--- src/rtl/coh_pkg.sv ---
package coh_pkg;

    typedef enum logic [1:0] {
        LN_I = 2'd0,
        LN_S = 2'd1,
        LN_E = 2'd2,
        LN_M = 2'd3
    } line_st_t;

    typedef enum logic [2:0] {
        BM_RD     = 3'd0,
        BM_RDRSP  = 3'd1,
        BM_INV    = 3'd2,
        BM_INVACK = 3'd3,
        BM_RDINV  = 3'd4,
        BM_WB     = 3'd5
    } bus_msg_t;

    typedef enum logic [1:0] {
        OP_LOAD   = 2'd0,
        OP_STORE  = 2'd1,
        OP_ATOMIC = 2'd2,
        OP_FLUSH  = 2'd3
    } loc_op_t;

    // What an accepted local request has to do before it may retire
    typedef struct packed {
        logic     send;
        bus_msg_t msg;
        logic     data;
        logic     want_rsp;
        logic     want_acks;
        line_st_t fin;
    } lplan_t;

    function automatic lplan_t plan_of(input loc_op_t op, input line_st_t st);
        lplan_t p;
        p = '{send: 1'b0, msg: BM_RD, data: 1'b0, want_rsp: 1'b0,
              want_acks: 1'b0, fin: st};
        case (op)
            OP_LOAD: begin
                if (st == LN_I) begin
                    p.send     = 1'b1;
                    p.msg      = BM_RD;
                    p.want_rsp = 1'b1;
                    p.fin      = LN_S;
                end
            end
            OP_STORE, OP_ATOMIC: begin
                p.fin = LN_M;
                if (st == LN_I) begin
                    p.send      = 1'b1;
                    p.msg       = BM_RDINV;
                    p.want_rsp  = 1'b1;
                    p.want_acks = 1'b1;
                end else if (st == LN_S) begin
                    p.send      = 1'b1;
                    p.msg       = BM_INV;
                    p.want_acks = 1'b1;
                end
            end
            default: begin
                if (st == LN_M) begin
                    p.send = 1'b1;
                    p.msg  = BM_WB;
                    p.data = 1'b1;
                    p.fin  = LN_E;
                end
            end
        endcase
        return p;
    endfunction

endpackage

--- src/rtl/coh_snoop.sv ---
module coh_snoop
    import coh_pkg::*;
#(
    parameter int ADDR_W = 16
) (
    input  logic              clk,
    input  logic              rst,
    input  logic              rx_valid,
    input  bus_msg_t          rx_msg,
    input  logic [ADDR_W-1:0] rx_addr,
    input  line_st_t          rx_state,
    output logic              rx_ready,
    output logic              sn_vld,
    output bus_msg_t          sn_msg,
    output logic [ADDR_W-1:0] sn_addr,
    output logic              sn_data,
    output logic              sn_wr,
    output line_st_t          sn_wr_state
);

    logic              ack_pend_q;
    logic [ADDR_W-1:0] ack_addr_q;
    logic              fire;
    logic              rep_vld;
    bus_msg_t          rep_msg;
    logic              rep_data;
    logic              rep_two;
    logic              wr;
    line_st_t          wr_st;

    assign rx_ready = !ack_pend_q;
    assign fire     = rx_valid && rx_ready;

    always_comb begin
        rep_vld  = 1'b0;
        rep_msg  = BM_INVACK;
        rep_data = 1'b0;
        rep_two  = 1'b0;
        wr       = 1'b0;
        wr_st    = rx_state;
        case (rx_msg)
            BM_RD: begin
                if (rx_state == LN_M || rx_state == LN_E) begin
                    rep_vld  = 1'b1;
                    rep_msg  = BM_RDRSP;
                    rep_data = 1'b1;
                    wr       = 1'b1;
                    wr_st    = LN_S;
                end
            end
            BM_INV: begin
                if (rx_state != LN_I) begin
                    rep_vld = 1'b1;
                    wr      = 1'b1;
                    wr_st   = LN_I;
                end
            end
            BM_RDINV: begin
                if (rx_state == LN_M || rx_state == LN_E) begin
                    rep_vld  = 1'b1;
                    rep_msg  = BM_RDRSP;
                    rep_data = 1'b1;
                    rep_two  = 1'b1;
                    wr       = 1'b1;
                    wr_st    = LN_I;
                end else if (rx_state == LN_S) begin
                    rep_vld = 1'b1;
                    wr      = 1'b1;
                    wr_st   = LN_I;
                end
            end
            default: ;
        endcase
    end

    always_ff @(posedge clk) begin
        if (rst) begin
            ack_pend_q <= 1'b0;
            ack_addr_q <= '0;
        end else begin
            ack_pend_q <= fire && rep_two;
            if (fire) ack_addr_q <= rx_addr;
        end
    end

    assign sn_vld      = ack_pend_q || (fire && rep_vld);
    assign sn_msg      = ack_pend_q ? BM_INVACK : rep_msg;
    assign sn_addr     = ack_pend_q ? ack_addr_q : rx_addr;
    assign sn_data     = ack_pend_q ? 1'b0 : rep_data;
    assign sn_wr       = fire && wr;
    assign sn_wr_state = wr_st;

endmodule

--- src/rtl/coh_local.sv ---
module coh_local
    import coh_pkg::*;
#(
    parameter int ADDR_W = 16,
    parameter int NPEER  = 3
) (
    input  logic              clk,
    input  logic              rst,
    input  logic              req_valid,
    input  loc_op_t           req_op,
    input  logic [ADDR_W-1:0] req_addr,
    input  line_st_t          req_state,
    input  logic              rx_fire,
    input  bus_msg_t          rx_msg,
    input  logic [ADDR_W-1:0] rx_addr,
    input  logic              take,
    input  logic              tag_busy,
    output logic              busy,
    output logic              lm_pend,
    output bus_msg_t          lm_msg,
    output logic [ADDR_W-1:0] lm_addr,
    output logic              lm_data,
    output logic              cmp,
    output line_st_t          cmp_state
);

    localparam int CNT_W = $clog2(NPEER + 1);

    logic              busy_q;
    logic [ADDR_W-1:0] addr_q;
    lplan_t            plan_q;
    logic              send_q;
    logic              rsp_q;
    logic [CNT_W-1:0]  cnt_q;
    lplan_t            plan_n;
    logic              accept;
    logic              hit;

    assign plan_n = plan_of(req_op, req_state);
    assign accept = req_valid && !busy_q;
    assign hit    = busy_q && rx_fire && (rx_addr == addr_q);
    assign cmp    = busy_q && !send_q && !rsp_q && (cnt_q == '0) && !tag_busy;

    always_ff @(posedge clk) begin
        if (rst) begin
            busy_q <= 1'b0;
            addr_q <= '0;
            plan_q <= '0;
            send_q <= 1'b0;
            rsp_q  <= 1'b0;
            cnt_q  <= '0;
        end else if (accept) begin
            busy_q <= 1'b1;
            addr_q <= req_addr;
            plan_q <= plan_n;
            send_q <= plan_n.send;
            rsp_q  <= plan_n.want_rsp;
            cnt_q  <= plan_n.want_acks ? CNT_W'(NPEER) : '0;
        end else begin
            if (cmp) busy_q <= 1'b0;
            if (take) send_q <= 1'b0;
            if (hit && rx_msg == BM_RDRSP) rsp_q <= 1'b0;
            if (hit && rx_msg == BM_INVACK && cnt_q != '0) cnt_q <= cnt_q - 1'b1;
        end
    end

    assign busy      = busy_q;
    assign lm_pend   = busy_q && send_q;
    assign lm_msg    = plan_q.msg;
    assign lm_addr   = addr_q;
    assign lm_data   = plan_q.data;
    assign cmp_state = plan_q.fin;

endmodule

--- src/rtl/coh_ctrl.sv ---
module coh_ctrl
    import coh_pkg::*;
#(
    parameter int ADDR_W = 16,
    parameter int NPEER  = 3
) (
    input  logic              clk,
    input  logic              rst,
    input  logic              req_valid,
    input  logic [1:0]        req_op,
    input  logic [ADDR_W-1:0] req_addr,
    input  logic [1:0]        req_state,
    output logic              req_ready,
    output logic              req_done,
    output logic              tag_wr_en,
    output logic [ADDR_W-1:0] tag_wr_addr,
    output logic [1:0]        tag_wr_state,
    output logic              tx_valid,
    output logic [2:0]        tx_msg,
    output logic [ADDR_W-1:0] tx_addr,
    output logic              tx_data,
    input  logic              rx_valid,
    input  logic [2:0]        rx_msg,
    input  logic [ADDR_W-1:0] rx_addr,
    input  logic [1:0]        rx_state,
    output logic              rx_ready
);

    logic              sn_vld, sn_data, sn_wr;
    bus_msg_t          sn_msg;
    logic [ADDR_W-1:0] sn_addr;
    line_st_t          sn_wr_state;
    logic              busy, lm_pend, lm_data, cmp, take;
    bus_msg_t          lm_msg;
    logic [ADDR_W-1:0] lm_addr;
    line_st_t          cmp_state;

    coh_snoop #(.ADDR_W(ADDR_W)) snoop_i (
        .clk        (clk),
        .rst        (rst),
        .rx_valid   (rx_valid),
        .rx_msg     (bus_msg_t'(rx_msg)),
        .rx_addr    (rx_addr),
        .rx_state   (line_st_t'(rx_state)),
        .rx_ready   (rx_ready),
        .sn_vld     (sn_vld),
        .sn_msg     (sn_msg),
        .sn_addr    (sn_addr),
        .sn_data    (sn_data),
        .sn_wr      (sn_wr),
        .sn_wr_state(sn_wr_state)
    );

    // Snoop replies own the transmit slot; the local message waits a cycle
    assign take = lm_pend && !sn_vld;

    coh_local #(.ADDR_W(ADDR_W), .NPEER(NPEER)) local_i (
        .clk      (clk),
        .rst      (rst),
        .req_valid(req_valid),
        .req_op   (loc_op_t'(req_op)),
        .req_addr (req_addr),
        .req_state(line_st_t'(req_state)),
        .rx_fire  (rx_valid && rx_ready),
        .rx_msg   (bus_msg_t'(rx_msg)),
        .rx_addr  (rx_addr),
        .take     (take),
        .tag_busy (sn_wr),
        .busy     (busy),
        .lm_pend  (lm_pend),
        .lm_msg   (lm_msg),
        .lm_addr  (lm_addr),
        .lm_data  (lm_data),
        .cmp      (cmp),
        .cmp_state(cmp_state)
    );

    assign req_ready = !busy;

    always_ff @(posedge clk) begin
        if (rst) begin
            tx_valid     <= 1'b0;
            tx_msg       <= '0;
            tx_addr      <= '0;
            tx_data      <= 1'b0;
            tag_wr_en    <= 1'b0;
            tag_wr_addr  <= '0;
            tag_wr_state <= '0;
            req_done     <= 1'b0;
        end else begin
            tx_valid <= sn_vld || take;
            tx_msg   <= sn_vld ? sn_msg  : lm_msg;
            tx_addr  <= sn_vld ? sn_addr : lm_addr;
            tx_data  <= sn_vld ? sn_data : lm_data;
            tag_wr_en    <= sn_wr || cmp;
            tag_wr_addr  <= sn_wr ? rx_addr : lm_addr;
            tag_wr_state <= sn_wr ? sn_wr_state : cmp_state;
            req_done     <= cmp;
        end
    end

endmodule

--- config.mk ---
export PLATFORM = sky130hd
export DESIGN_NAME = coh_ctrl
export DESIGN_NICKNAME = d
export VERILOG_FILES = /design/src/rtl/coh_pkg.sv /design/src/rtl/coh_snoop.sv /design/src/rtl/coh_local.sv /design/src/rtl/coh_ctrl.sv
export SDC_FILE = /design/constraint.sdc
export NUM_CORES = 1
export LEC_CHECK = 0
export BUFFER_PORTS_ARGS = -buffer_cell sky130_fd_sc_hd__buf_2
export CAP_MARGIN = 10
export CORE_MARGIN = 2
export CORE_UTILIZATION = 47
export DETAILED_ROUTE_END_ITERATION = 7
export PLACE_DENSITY = 0.77
export SYNTH_ARGS = -nofsm -noshare
export SYNTH_HDL_FRONTEND = slang
export SYNTH_SLANG_ARGS = --single-unit
--- constraint.sdc ---
create_clock -name clk -period 1.6 [get_ports clk]
set_input_delay 0.08 -clock clk [delete_from_list [all_inputs] [get_ports clk]]
set_output_delay 0.08 -clock clk [all_outputs]
set_load 0.005 [all_outputs]
# Yosys cells after proc, flatten, opt, wreduce, memory -nomap -nowiden
# Cells that the tools add are included.
# W data, S select, Z words.
# op_classes
addsub	1
n_reduce_logical	38
n_eq_ne	12
n_mux	45
# ops
cell	count
$mux W16	3
$mux W2	11
$mux W1	20
$eq A16 B16 Y1	1
$logic_and A1 B1 Y1	15
$mux W4	3
$reduce_bool A2 Y1	6
$mux W3	3
$eq A2 B2 Y1 const B	4
$pmux W4 S2	1
$eq A2 B1 Y1 const B	3
$eq A3 B2 Y1 const B	2
$logic_not A1 Y1	6
$logic_not A2 Y1	3
$pmux W2 S3	1
$mux W5	1
$logic_or A1 B1 Y1	4
$pmux W2 S2	1
$reduce_or A2 Y1	2
$eq A3 B1 Y1 const B	1
$eq A3 B3 Y1 const B	1
$logic_not A3 Y1	1
$pmux W1 S3	1
$reduce_or A3 Y1	1
$sub A2 B1 Y2 const B	1
# totals
out_inout_bits	43
ff_bits	85
inputBits	45
wordCells	114

# Longest topological paths before layout
# logic_depth
depth_word	10
depth_mapped	7
ltp_nobuf	7

# By module
# From an unflattened synthesis, not the netlist that was laid out.
# hier_totals
cells_unflattened	408
area_unflattened_um2	3713.6
# by_module_without_submodules
module	area_per_inst_um2	instances	cells_per_inst	seq_area_each_um2
coh_ctrl	1458.9	1	134	820.8
coh_local	1275.0	1	164	520.5
coh_snoop	979.7	1	110	340.3

# Worst setup path before layout
# No wires, ideal clock.
# synth_timing
path_kind	register to register
from	register local_i.addr_q[0], in the netlist local_i.lm_addr[0]
to	register local_i.cnt_q[0]
stages_incl_launch_ff	6
n_path_buf	0
synth_period_minus_slack_ns	1.697
path_slack_ns	-0.097
setup_ns	0.074
required_time_ns	1.526
t_arrival_ns	1.623
path_cell_list	dfxtp_1 xnor2_1 nand4_1 or4_4 or4_1 a31oi_1
# synth_between
elab_chain_cells	5
# synth_rtl
item	line	source
start, declared	coh_local.sv:30	logic [ADDR_W-1:0] addr_q;
start signal, assigned	coh_local.sv:54	addr_q <= req_addr;
$eq A16 B16 Y1	coh_local.sv:41	assign hit = busy_q && rx_fire && (rx_addr == addr_q);
$logic_and A1 B1 Y1	coh_local.sv:41	
$logic_and A1 B1 Y1 (2 in a row)	coh_local.sv:63	if (hit && rx_msg == BM_INVACK && cnt_q != '0) cnt_q <= cnt_q - 1'b1;
$reduce_bool A2 Y1 (no source line)	--	
end signal, assigned	coh_local.sv:58	cnt_q <= plan_n.want_acks ? CNT_W'(NPEER) : '0;
end signal, assigned	coh_local.sv:63	
end, declared	coh_local.sv:34	logic [CNT_W-1:0] cnt_q;
# Every way passes these cells.
# A chain may end at the register's enable or synchronous reset.

# Worst setup path in the final report
# layout_timing
from	register local_i.addr_q[7], in the netlist local_i.lm_addr[7]
to	register local_i.cnt_q[1]
# Same word-level chain as after synthesis.

==> results_dict.tcl <==
set metrics [dict create \
    place_congestion 0.8785 \
    m1WireLength_um 3641 \
    yosysTopAreaCell "dfxtp_1" \
    finalPower_mw 4.392 \
    hold_viol_final 0 \
    synth_area_um2 3267 \
    drc 0 \
    place_inst 546 \
    timing.slew.headroom_pct 57.71 \
    syn_area_per_cell_um2 8.782 \
    start_util_pct 48.35 \
    vias 3186 \
    die_h_um 87.37 \
    std_cell_rows 30 \
    routed_wl_um 8756 \
    cp-start-kind "register" \
    drive_gt1_share_pct 31.41 \
    cts_sinks 84 \
    cpMaxStageDelayCell "or4_4" \
    fill_cells 523 \
    fin_ws_ns -0.2177 \
    post-dp-hpwl_um 5588 \
    status "finished with violations" \
    grt_pass1_wl_um 13460 \
    final_cells 599 \
    cts_buffer_depth 2 \
    cp_data_required_time_ns 1.89 \
    diodes 0 \
    wl_per_cell_um 14.62 \
    crit_type "reg -> reg" \
    via_per_inst 5.319 \
    cts_inserted_buffers 9 \
    finalMaxSlewViolations 0 \
    finalSetupViolations 3 \
    hold_path_class "in -> reg" \
    rsz0062_at_grt "yes" \
    top_layer "met4" \
    grt_usage_pct 22.90 \
    grt_pass1_vias 2997 \
    drtIter0Drc 173 \
    io_buffers 87 \
    violations "setup timing" \
    cts_tree "done" \
    fin_crit_sh_pct 113.6 \
    pre_cts_slack_ns -0.1949 \
    final_nets 562 \
    htree_num_levels 3 \
    async_reset_ff_share_pct 0 \
    crit_fanout 4 \
    synth_area_leaders "dfxtp_1 (51%), nand2_1 (10%), a21oi_1 (6.6%)" \
    synth-edff-count 0 \
    synth_nets 420 \
    clk_latency_ns 0.36 \
    cts_root_buf "clkbuf_8" \
    fin_skew_ns 0.005048 \
    max_freq_mhz 550.1 \
    seq_area_frac_synth_pct 51.47 \
    path_cells "xnor2_2, nand4_1, or4_4, buf_4, o311a_4, nor3_2" \
    worst_pin_slew_ns 0.6343 \
    max-cap-violations 0 \
    multiInputGateArea_um2 1554 \
    ios 88 \
    ys.flop_type "dfxtp_1" \
    power.density_nw_per_um2 956.2 \
    die_w_um 87.37 \
    dieArea_um2 7634 \
    synthCells 372 \
    ys_ff_latch 84 \
    postRouteAntennaNets 0 \
    synth_top_area_share_pct 51.47 \
    worstSetupEndpointType "register" \
    antenna_found_initial 0 \
    crit_path_max_incr_delay_ns 0.56 \
    r2r_cells 6 \
    drt_pass1_iterations 5 \
    final_core_utilization_pct 67.98 \
    regArea_um2 1689 \
    area_delta_synth_final_pct 40.60 \
    netlist-cell-type-count 37 \
    core_um2 6756 \
    wl_met2_um 4407 \
    grt-ovfl-total 0 \
    final_cell_mix "nand2_1 (90), buf_2 (87), dfxtp_1 (78), a21oi_1 (43), buf_4 (33)" \
    clk_pin_slew_worst_paths_ns 0.08 \
    holdPathStages 3 \
    holdWs_ns 0.009140 \
    final_common_cell "nand2_1" \
    crit_arrival_ns 2.11 \
    vdd_drop_max_v 0.0004244 \
    grt_max_degree 62 \
    ys_warn_count 0 \
    post-route-min-period_ns 1.818 \
    leakagePower_nw 2.275 \
    route.met3.wl_um 459 \
]
[critical path, delay by kind of cell (launching register included)]
kind                   cells  cell delay, ns
AND/OR/NAND/NOR            3            0.83
flip-flops                 1            0.34
AO/OA/AOI/OAI              1            0.30
buffers and inverters      1            0.16
XOR/XNOR                   1            0.13
[through the flow]
step | setup TNS, ns | area [um2]
after floorplan | -0.07614 | 3272
after global placement | -0.3760 | 3955
after detailed placement | -0.6845 | 3955
after CTS | -0.5927 | 4506
after global routing | -0.8459 | 4593
final | -0.6056 | 4593
[registers in the layout (all words and copies together) (netlist names), 2 cells and up]
register            flops
tx_addr                16
tag_wr_addr            16
local_i.cnt_q           2
tag_wr_state            2
local_i.lm_addr        16
local_i.cmp_state       2
local_i.lm_msg          3
tx_msg                  3
snoop_i.ack_addr_q     16
[report_power, final]
| group | internal [mW] | total (mW) | switching, mW |
|---|---|---|---|
| combinational | 0.352 | 0.710 | 0.358 |
| sequential | 2.21 | 2.26 | 0.0529 |
| clock | 0.689 | 1.42 | 0.730 |
| total | 3.25 | 4.39 | 1.14 |
[Yosys cell counts, types with 3 or more instances]
library cell / instances
nand2_1: 90
a21oi_1: 43
nor2_1: 25
inv_1: 8
ha_1: 3
nand4_1: 4
clkbuf_1: 19
xnor2_1: 12
o21ai_0: 7
xor2_1: 4
dfxtp_1: 84
nor3_1: 4
o211a_1: 17
mux2i_1: 16
nand3_1: 6
[layout make-up]
type | instances | area share [%]
flip-flops and latches | 84 | 36.77
inverters | 9 | 0.7355
clock buffers | 13 | 3.677
well taps | 80 | 2.179
clock inverters | 3 | 0.4358
repair buffers | 153 | 22.36
multi-input cells | 257 | 33.83
[timing repair]
item                                    CTS  global route
hold buffers                             29             0
endpoints found under the setup margin   19            13
gates cloned                              0             1
buffers inserted                          4             3
gates resized for setup                   7            16
pin swaps                                 2             7
hold endpoints to repair                 29             0
[cell families (layout without fill, tap and decap cells)]
group	Yosys count	in the layout	share of synthesized area, %
fa+ha+maj	3	3	1.149
compound gates	81	81	16.39
flops	84	84	51.47
buf+inv	31	178	3.638
xor+xnor	16	16	4.289
mux	16	16	4.902
simple gates	141	141	18.15
[per-layer routing]
metal  vias up  global-route usage [%]
met5         -                       0
met4         0                   11.19
met3        22                   3.886
met2       108                   40.84
met1      1508                   26.26
li1       1548                       -
[path summary, 6_finish.rpt]
check / to / startpoint / slack [ns]
max: local_i.cnt_q[1] / local_i.lm_addr[7] / -0.22
min: snoop_i.ack_pend_q / rx_valid / 0.009
max reg2reg: local_i.cnt_q[1] / local_i.lm_addr[7] / -0.22
min reg2reg: local_i.lm_msg[1] / local_i.lm_msg[1] / 0.45
(Power assumes the default switching activity.)
